File: config.mk
export PLATFORM = sky130hd
export DESIGN_NAME = blank_window_filter
export DESIGN_NICKNAME = d
export VERILOG_FILES = /design/src/rtl/bwf_pkg.sv /design/src/rtl/bwf_win_timer.sv /design/src/rtl/bwf_latency_pipe.sv /design/src/rtl/bwf_event_gate.sv /design/src/rtl/blank_window_filter.sv
export SDC_FILE = /design/constraint.sdc
export NUM_CORES = 1
export LEC_CHECK = 0
export ABC_CLOCK_PERIOD_IN_PS = 2500
export BUFFER_PORTS_ARGS = -buffer_cell sky130_fd_sc_hd__buf_2
export CAP_MARGIN = 5
export CORE_ASPECT_RATIO = 0.5
export CORE_MARGIN = 1
export CORE_UTILIZATION = 43
export CTS_BUF_LIST = sky130_fd_sc_hd__clkbuf_8
export DETAILED_ROUTE_END_ITERATION = 10
export PLACE_DENSITY_LB_ADDON = 0.05
export SYNTH_ARGS = -nofsm -noshare
export SYNTH_HDL_FRONTEND = slang
export SYNTH_HIERARCHICAL = 1
export SYNTH_SLANG_ARGS = --single-unit
File: constraint.sdc
create_clock -name clk -period 2.5 [get_ports clk]
set_clock_uncertainty 0.05 [all_clocks]
set_input_delay 0.5 -clock clk [delete_from_list [all_inputs] [get_ports clk]]
set_output_delay 0.5 -clock clk [all_outputs]
set_load 0.02 [all_outputs]
File: src/rtl/bwf_pkg.sv
package bwf_pkg;
  typedef enum logic [1:0] {
    TMR_IDLE = 2'd0,
    TMR_WAIT = 2'd1,
    TMR_OPEN = 2'd2
  } tmr_state_t;

  localparam int unsigned WIN_LATENCY = 3;
endpackage

File: src/rtl/bwf_win_timer.sv
module bwf_win_timer
  import bwf_pkg::*;
#(
  parameter int unsigned OFS_W = 16,
  parameter int unsigned LEN_W = 16
) (
  input  logic             clk,
  input  logic             rst,
  input  logic             ref_i,
  input  logic [OFS_W-1:0] offset_i,
  input  logic [LEN_W-1:0] length_i,
  output logic             raw_o
);
  localparam int unsigned CNT_W = (OFS_W > LEN_W) ? OFS_W : LEN_W;

  tmr_state_t       state;
  logic [CNT_W-1:0] cnt;
  logic [LEN_W-1:0] len_q;

  always_ff @(posedge clk) begin
    if (rst) begin
      state <= TMR_IDLE;
      cnt   <= '0;
      len_q <= '0;
    end else if (ref_i) begin
      len_q <= length_i;
      if (offset_i != '0) begin
        state <= TMR_WAIT;
        cnt   <= CNT_W'(offset_i);
      end else if (length_i != '0) begin
        state <= TMR_OPEN;
        cnt   <= CNT_W'(length_i);
      end else begin
        state <= TMR_IDLE;
        cnt   <= '0;
      end
    end else begin
      case (state)
        TMR_WAIT: begin
          if (cnt == CNT_W'(1)) begin
            if (len_q != '0) begin
              state <= TMR_OPEN;
              cnt   <= CNT_W'(len_q);
            end else begin
              state <= TMR_IDLE;
              cnt   <= '0;
            end
          end else begin
            cnt <= cnt - CNT_W'(1);
          end
        end
        TMR_OPEN: begin
          if (cnt == CNT_W'(1)) begin
            state <= TMR_IDLE;
            cnt   <= '0;
          end else begin
            cnt <= cnt - CNT_W'(1);
          end
        end
        default: begin
          state <= TMR_IDLE;
          cnt   <= '0;
        end
      endcase
    end
  end

  assign raw_o = (state == TMR_OPEN);

  // zero delay with zero length never opens the window
  p_zero_len_r11: assert property (@(posedge clk) disable iff (rst)
    (ref_i && offset_i == '0 && length_i == '0) |=> !raw_o);

  // a reference with a nonzero delay restarts into the delay phase
  p_restart_r10: assert property (@(posedge clk) disable iff (rst)
    (ref_i && offset_i != '0) |=> !raw_o);
endmodule

File: src/rtl/bwf_latency_pipe.sv
module bwf_latency_pipe #(
  parameter int unsigned DEPTH = 3
) (
  input  logic clk,
  input  logic rst,
  input  logic d_i,
  output logic q_o
);
  logic [DEPTH-1:0] stage;

  generate
    for (genvar g = 0; g < DEPTH; g++) begin : g_stage
      if (g == 0) begin : g_first
        always_ff @(posedge clk) begin
          if (rst) stage[0] <= 1'b0;
          else     stage[0] <= d_i;
        end
      end else begin : g_next
        always_ff @(posedge clk) begin
          if (rst) stage[g] <= 1'b0;
          else     stage[g] <= stage[g-1];
        end
      end
    end
  endgenerate

  assign q_o = stage[DEPTH-1];

  // reset clears the pipeline
  p_pipe_clear_r1: assert property (@(posedge clk) rst |=> !q_o);
endmodule

File: src/rtl/bwf_event_gate.sv
module bwf_event_gate (
  input  logic clk,
  input  logic rst,
  input  logic event_i,
  input  logic win_i,
  input  logic blank_en_i,
  input  logic blank_inv_i,
  input  logic sync_en_i,
  output logic evt_o,
  output logic sync_o
);
  logic ev_q;
  logic rise;
  logic blocked;

  assign rise    = event_i & ~ev_q;
  assign blocked = blank_en_i & (blank_inv_i ? ~win_i : win_i);

  always_ff @(posedge clk) begin
    if (rst) begin
      ev_q   <= 1'b0;
      evt_o  <= 1'b0;
      sync_o <= 1'b0;
    end else begin
      ev_q   <= event_i;
      evt_o  <= rise & ~blocked;
      sync_o <= rise & ~blocked & sync_en_i;
    end
  end

  // one filtered pulse per rising edge
  p_one_pulse_r5: assert property (@(posedge clk) disable iff (rst)
    evt_o |=> !evt_o);

  // sync request only with the enable sampled
  p_sync_gate_r9: assert property (@(posedge clk) disable iff (rst)
    sync_o |-> ($past(sync_en_i) && evt_o));

  // no pulse escapes an effective non-inverted window
  p_blank_r6: assert property (@(posedge clk) disable iff (rst)
    evt_o |-> !$past(blank_en_i && !blank_inv_i && win_i));
endmodule

File: src/rtl/blank_window_filter.sv
module blank_window_filter
  import bwf_pkg::*;
#(
  parameter int unsigned OFS_W = 16,
  parameter int unsigned LEN_W = 16
) (
  input  logic             clk,
  input  logic             rst,
  input  logic             ref_zero_i,
  input  logic             ref_per_i,
  input  logic             ref_sel_i,
  input  logic             blank_en_i,
  input  logic             blank_inv_i,
  input  logic             sync_en_i,
  input  logic [OFS_W-1:0] offset_i,
  input  logic [LEN_W-1:0] length_i,
  input  logic             event_i,
  output logic             evt_o,
  output logic             sync_o,
  output logic             win_o
);
  logic ref_pick;
  logic raw_win;

  assign ref_pick = ref_sel_i ? ref_per_i : ref_zero_i;

  bwf_win_timer #(.OFS_W(OFS_W), .LEN_W(LEN_W)) u_timer (
    .clk      (clk),
    .rst      (rst),
    .ref_i    (ref_pick),
    .offset_i (offset_i),
    .length_i (length_i),
    .raw_o    (raw_win)
  );

  bwf_latency_pipe #(.DEPTH(WIN_LATENCY)) u_lat (
    .clk (clk),
    .rst (rst),
    .d_i (raw_win),
    .q_o (win_o)
  );

  bwf_event_gate u_gate (
    .clk         (clk),
    .rst         (rst),
    .event_i     (event_i),
    .win_i       (win_o),
    .blank_en_i  (blank_en_i),
    .blank_inv_i (blank_inv_i),
    .sync_en_i   (sync_en_i),
    .evt_o       (evt_o),
    .sync_o      (sync_o)
  );

  // outputs quiet on the cycle after reset
  p_reset_quiet_r1: assert property (@(posedge clk)
    rst |=> (!evt_o && !sync_o && !win_o));
endmodule

==> impl_metrics.ini, run 1 <==
[drt]
drt_iter0_markers = 133
wl_per_cell_um = 16.73
num_vias = 2157
drt_wl_total_um = 6173
viasPerCell = 5.846
drc = 0
dr.pass1.iters = 6
final_antenna_net_count = 0

[logic_synthesis]
yosysMostFrequentCell = dfxtp_1
synth_edf_count = 0
syn_avg_cell_area_um2 = 8.538
synth-seq-area-share = 0.3678
synth.net_count = 300
synth_warnings = 6
netlist_instances = 255
synthArstFlopShare = 0
synth_ff_type = dfxtp_1
synth_top_area_cell = dfxtp_1
post_synth_num_cell_types = 51
synth_area_mm2 = 0.002177
synth-seq-cells = 40
synth.area.top_cells = dfxtp_1 (37%), a21oi_1 (6.4%), mux2i_1 (4.1%)
netlist.area_leader.share = 0.3678
synthTopCellsByCount = dfxtp_1 (40), a21oi_1 (28), nor2_1 (23), nand2_1 (21), o21ai_0 (13)

[sta]
setup-tns-final_ns = 0
finalSetupViolations = 0
fin_crit_sh = 0.8397
holdWs_ns = 0.3563
report.final.slew_viol_count = 0
fmax_mhz = 476.4
hold_viol_final = 0
max-slew-margin-rel = 0.6239
worstMarginPinSlew_ns = 0.5590
layout_min_cycle_time_ns = 2.099
rsz0062_at_grt = false

[power_and_ir_drop]
peakVddDrop_mv = 0.3001
power_density_mw_per_mm2 = 584.8
power_frac_clock = 0.300
p_sw_frac = 0.3071
power_switching_mw = 0.4643
internal_power_mw = 1.047
leakagePower_nw = 1.045
p_seq_frac = 0.472
combPwrFrac = 0.228

[worst_setup_path]
critPathArrivalTime_ns = 2.21
end_kind = register
start_kind = register
cp_max_fo = 3
crit_required_ns = 2.61
r2r_cells = 5
worstSetupPathType = reg2reg

[floorplan]
fp.dieW_um = 102.6
start_util = 0.4717
ios = 44
core_mm2 = 0.004616
rows = 17
chipHeight_um = 52.32
dieArea_mm2 = 0.005369

[placement]
dpl.cell_count = 361
dp_hpwl_um = 4810
numPortBuffers = 43
placed_cell_area_mm2 = 0.002492
place_congestion = 0.8376

[clock_network]
cts_resized = 0
cts-buffers-inserted = 5
clock-root-buffer = clkbuf_8
ctsHoldBuffers = 0
clk_latency_ns = 0.29
cts_buffer_depth = 2
clock-sinks = 40
tritoncts = built
cts_max_level = 2
path_clk_slew_ns = 0.08
post-cts-setup-buffer-count = 0

[grt]
grt_first_pass_wirelength_um = 9701
grt_pass1_vias = 1899
grt_start_max_net_pins = 26
antenna_found_initial = 0
grt_overflow = 0
track_usage = 0.2485

[cells_and_area]
antenna_cells = 0
areaGrowthSynthToFinish_pct = 18.74
finalNonFillerCells = 369
n_fill_cell = 459
nets = 347
drive_gt1_frac = 0.2409
final_area_mm2 = 0.002585
fin_util = 0.5600

[hold_path]
hold_depth = 2
hold_path.class = in2reg

[flow_run]
max_cap_viol_count = 0

[run_status]
status = completed
final timing paths:
path | from | end | slack [ns]
min reg2reg | u_lat/stage[1]$_SDFF_PP0_ | u_lat/q_o$_SDFF_PP0_ | 0.39
max reg2reg | u_timer/len_q[0]$_SDFFE_PP0P_ | u_timer/cnt[10]$_SDFF_PP0_ | 0.40
max | u_timer/len_q[0]$_SDFFE_PP0P_ | u_timer/cnt[10]$_SDFF_PP0_ | 0.40
min | blank_en_i | u_gate/sync_o$_SDFF_PP0_ | 0.36
state kept, by name, summed over array words and instances (netlist names):
register,flops
u_lat/q_o,1
u_gate/ev_q,1
u_gate/sync_o,1
u_timer/cnt,16
u_gate/evt_o,1
u_lat/stage,2
u_timer/state,2
u_timer/len_q,16
cells by family (layout without fill, tap and decap cells):
group | count (synthesis) | in the layout | synth area share
and+or+nand+nor | 108 | 108 | 0.2931
AOI/OAI and AO/OA | 67 | 67 | 0.2040
DFF | 40 | 40 | 0.3678
buffers and inverters | 18 | 66 | 0.03161
muxes | 10 | 10 | 0.04828
xor gates and xnor gates | 8 | 8 | 0.03219
adders and majority gates | 4 | 4 | 0.02299
power groups by stage:
stage                     Combinational (mW)  Clock (mW)  Sequential (mW)
after CTS                              0.338       0.462            0.713
after global routing                   0.374       0.493            0.719
final                                  0.344       0.454            0.713
after detailed placement               0.337           0            0.727
after floorplan                        0.220           0            0.717
after global placement                 0.332           0            0.727
metrics by stage:
stage	worst slack [ns]	power (mW)
after floorplan	0.5766	0.9372
after global placement	0.3670	1.059
after detailed placement	0.3668	1.064
after CTS	0.4138	1.513
after global routing	0.2062	1.586
final	0.4008	1.512
layout by cell type (no fill, tap or decap), types with 3 or more instances in the layout:
cell type,instances
or4_1,5
xnor2_1,5
nor2_1,23
mux2i_1,9
nor2b_1,3
buf_4,8
xor2_1,3
nor4_1,9
nand3_1,6
a21oi_1,28
clkbuf_8,6
nand2b_1,10
ha_1,4
buf_2,43
or3_1,4
a31oi_1,3
o22ai_1,4
a221oi_1,3
nand2_1,21
inv_1,7
dfxtp_1,40
o21ai_0,13
nor3_1,8
nand4_1,3
cell type report:
| class | instances | area, µm² | area share |
|---|---|---|---|
| Clock buffer | 6 | 82.58 | 0.03195 |
| Clock inverter | 2 | 10.01 | 0.003872 |
| Inverter | 7 | 26.28 | 0.01016 |
| Multi-Input combinational cell | 197 | 1308 | 0.5058 |
| Sequential cell | 40 | 800.8 | 0.3098 |
| Tap cell | 66 | 82.58 | 0.03195 |
| Timing Repair Buffer | 51 | 275.3 | 0.1065 |
routing by layer:
metal	routed length, µm	up-vias	global-route usage
met3	446	10	0.08800
met5	0	-	0
met1	3107	1035	0.3477
met4	89	0	0.07143
met2	2530	60	0.3544
li1	-	1052	-
critical path: stages (launching register included):
cell	delay, ns
dfxtp_1	0.33
or4_1	0.63
o41ai_4	0.46
nor2_2	0.10
a221oi_2	0.28
o22ai_1	0.11
(Power assumes the default switching activity.)
==> run 2, diff against run 1 <==
ABC_CLOCK_PERIOD_IN_PS = 2200   (was 2500)
clock period = 2.2 ns   (was 2.5 ns; I/O delays follow)
==> run 2 against run 1 <==
Cell count rose by 1.6%. Worst setup slack got worse by 0.31 ns. Register-to-register slack got worse by 0.31 ns.
==> impl_metrics.ini, run 2 (same netlist as run 1, synthesis figures left out) <==
[run_status]
status = completed

[grt]
grt_start_max_net_pins = 27
grt_overflow = 0
track_usage = 0.2551
antenna_found_initial = 0
grt_first_pass_wirelength_um = 9991
grt_pass1_vias = 1955

[worst_setup_path]
critPathArrivalTime_ns = 2.22
end_kind = register
crit_required_ns = 2.30
max_stage_delay_ns = 0.57
cp_max_fo = 3
worstSetupPathType = reg2reg
start_kind = register
slowest_stage = or4_4
crit_chain = or4_4 -> o41ai_4 -> nor2_2 -> a221oi_2 -> o22ai_1

[cells_and_area]
n_fill_cell = 436
fin_util = 0.5698
multi_input_area_mm2 = 0.001308
areaGrowthSynthToFinish_pct = 20.80
drive_gt1_frac = 0.2589
nets = 356
final_common_cell = buf_2
seq_area_um2 = 802.0
finalNonFillerCells = 375
final_cell_mix = buf_2 (43), dfxtp_1 (39), a21oi_1 (28)
antenna_cells = 0
reg_top3 = u_timer/cnt: 16 flops, u_timer/len_q: 16 flops

[sta]
layout_min_cycle_time_ns = 2.114
fin_crit_sh = 0.9610
worstMarginPinSlew_ns = 0.5629
hold_viol_final = 0
setup-tns-final_ns = 0
report.final.slew_viol_count = 0
fmax_mhz = 473.0
finalSetupViolations = 0
max-slew-margin-rel = 0.6212
rsz0062_at_grt = false

[power_and_ir_drop]
peakVddDrop_mv = 0.3185
leakagePower_nw = 1.074
power.total_mw = 1.645
power_density_mw_per_mm2 = 625.4

[floorplan]
core_mm2 = 0.004616
fp.dieW_um = 102.6
chipHeight_um = 52.32
ios = 44
rows = 17
start_util = 0.4717
dieArea_mm2 = 0.005369

[drt]
num_vias = 2137
drt_iter0_markers = 114
drt_wl_total_um = 6212
drc = 0
viasPerCell = 5.699
final_antenna_net_count = 0
dr.pass1.iters = 5
wl_per_cell_um = 16.57

[clock_network]
clk_latency_ns = 0.29
cts_max_level = 2
cts-buffers-inserted = 5
clock-sinks = 40
tritoncts = built
cts_buffer_depth = 2
clock-root-buffer = clkbuf_8
post-cts-setup-buffer-count = 0
path_clk_slew_ns = 0.07

[placement]
dpl.cell_count = 370
dp_hpwl_um = 4970
numPortBuffers = 43
place_congestion = 0.8495

[flow_run]
max_cap_viol_count = 0

[hold_path]
hold_path.class = in2reg
-- run 2: cell types whose count changed in the layout (fill, tap and decap cells not counted), sizes merged --
| cell | before | now |
|---|---|---|
| buf | 51 | 60 |
| clkinv | 2 | 0 |
| clkbuf | 6 | 5 |
-- run 2: cell type report --
type | count | area share
Clock buffer | 5 | 0.02617
Timing Repair Buffer | 60 | 0.1304
Inverter | 7 | 0.009990
Multi-Input combinational cell | 197 | 0.4971
Tap cell | 66 | 0.03140
Sequential cell | 40 | 0.3049
-- run 2: report_power, final --
part           total [mW]  internal (mW)  switching (mW)  leakage (nW)
clock network       0.436          0.204           0.232        0.0359
logic               0.396          0.180           0.216         0.708
registers           0.812          0.768          0.0449         0.330
-- run 2: repair_timing --
item                       in CTS  in global routing
resized for setup               0                  1
setup endpoints to repair       0                  1
hold buffers                    0                  0
-- run 2: final timing paths --
| path | from | end | slack (ns) | depth (start not counted) |
|---|---|---|---|---|
| worst max register to register | u_timer/len_q[10]$_SDFFE_PP0P_ | u_timer/cnt[10]$_SDFF_PP0_ | 0.09 | 5 |
| worst min register to register | u_gate/ev_q$_SDFF_PP0_ | u_gate/sync_o$_SDFF_PP0_ | 0.39 | 1 |
| worst max-delay path | u_timer/len_q[10]$_SDFFE_PP0P_ | u_timer/cnt[10]$_SDFF_PP0_ | 0.09 | 5 |
| worst min-delay path | blank_en_i | u_gate/sync_o$_SDFF_PP0_ | 0.31 | 2 |
-- run 2: through the flow --
stage                     cell area, µm²  hold WS [ns]  worst slack, ns
final                               2630        0.3101          0.08587
after global routing                2630        0.3072          0.01381
after CTS                           2629        0.3060          0.09028
after detailed placement            2560        0.3769          0.08662
after global placement              2560        0.3698           0.1275
after floorplan                     2177        0.3585           0.2766
-- run 2: critical path: cells and delay by family, from the launching register on --
family	cells	cell delay (ns)
compound gates	3	0.90
flops	1	0.35
simple gates	2	0.67
-- run 2: routing by layer --
layer,GRT usage,vias up,part of all wire
met5,0,-,0
met2,0.3744,60,0.42
met3,0.05867,6,0.060
met1,0.3760,1014,0.51
met4,0.05000,0,0.0064
li1,-,1057,-
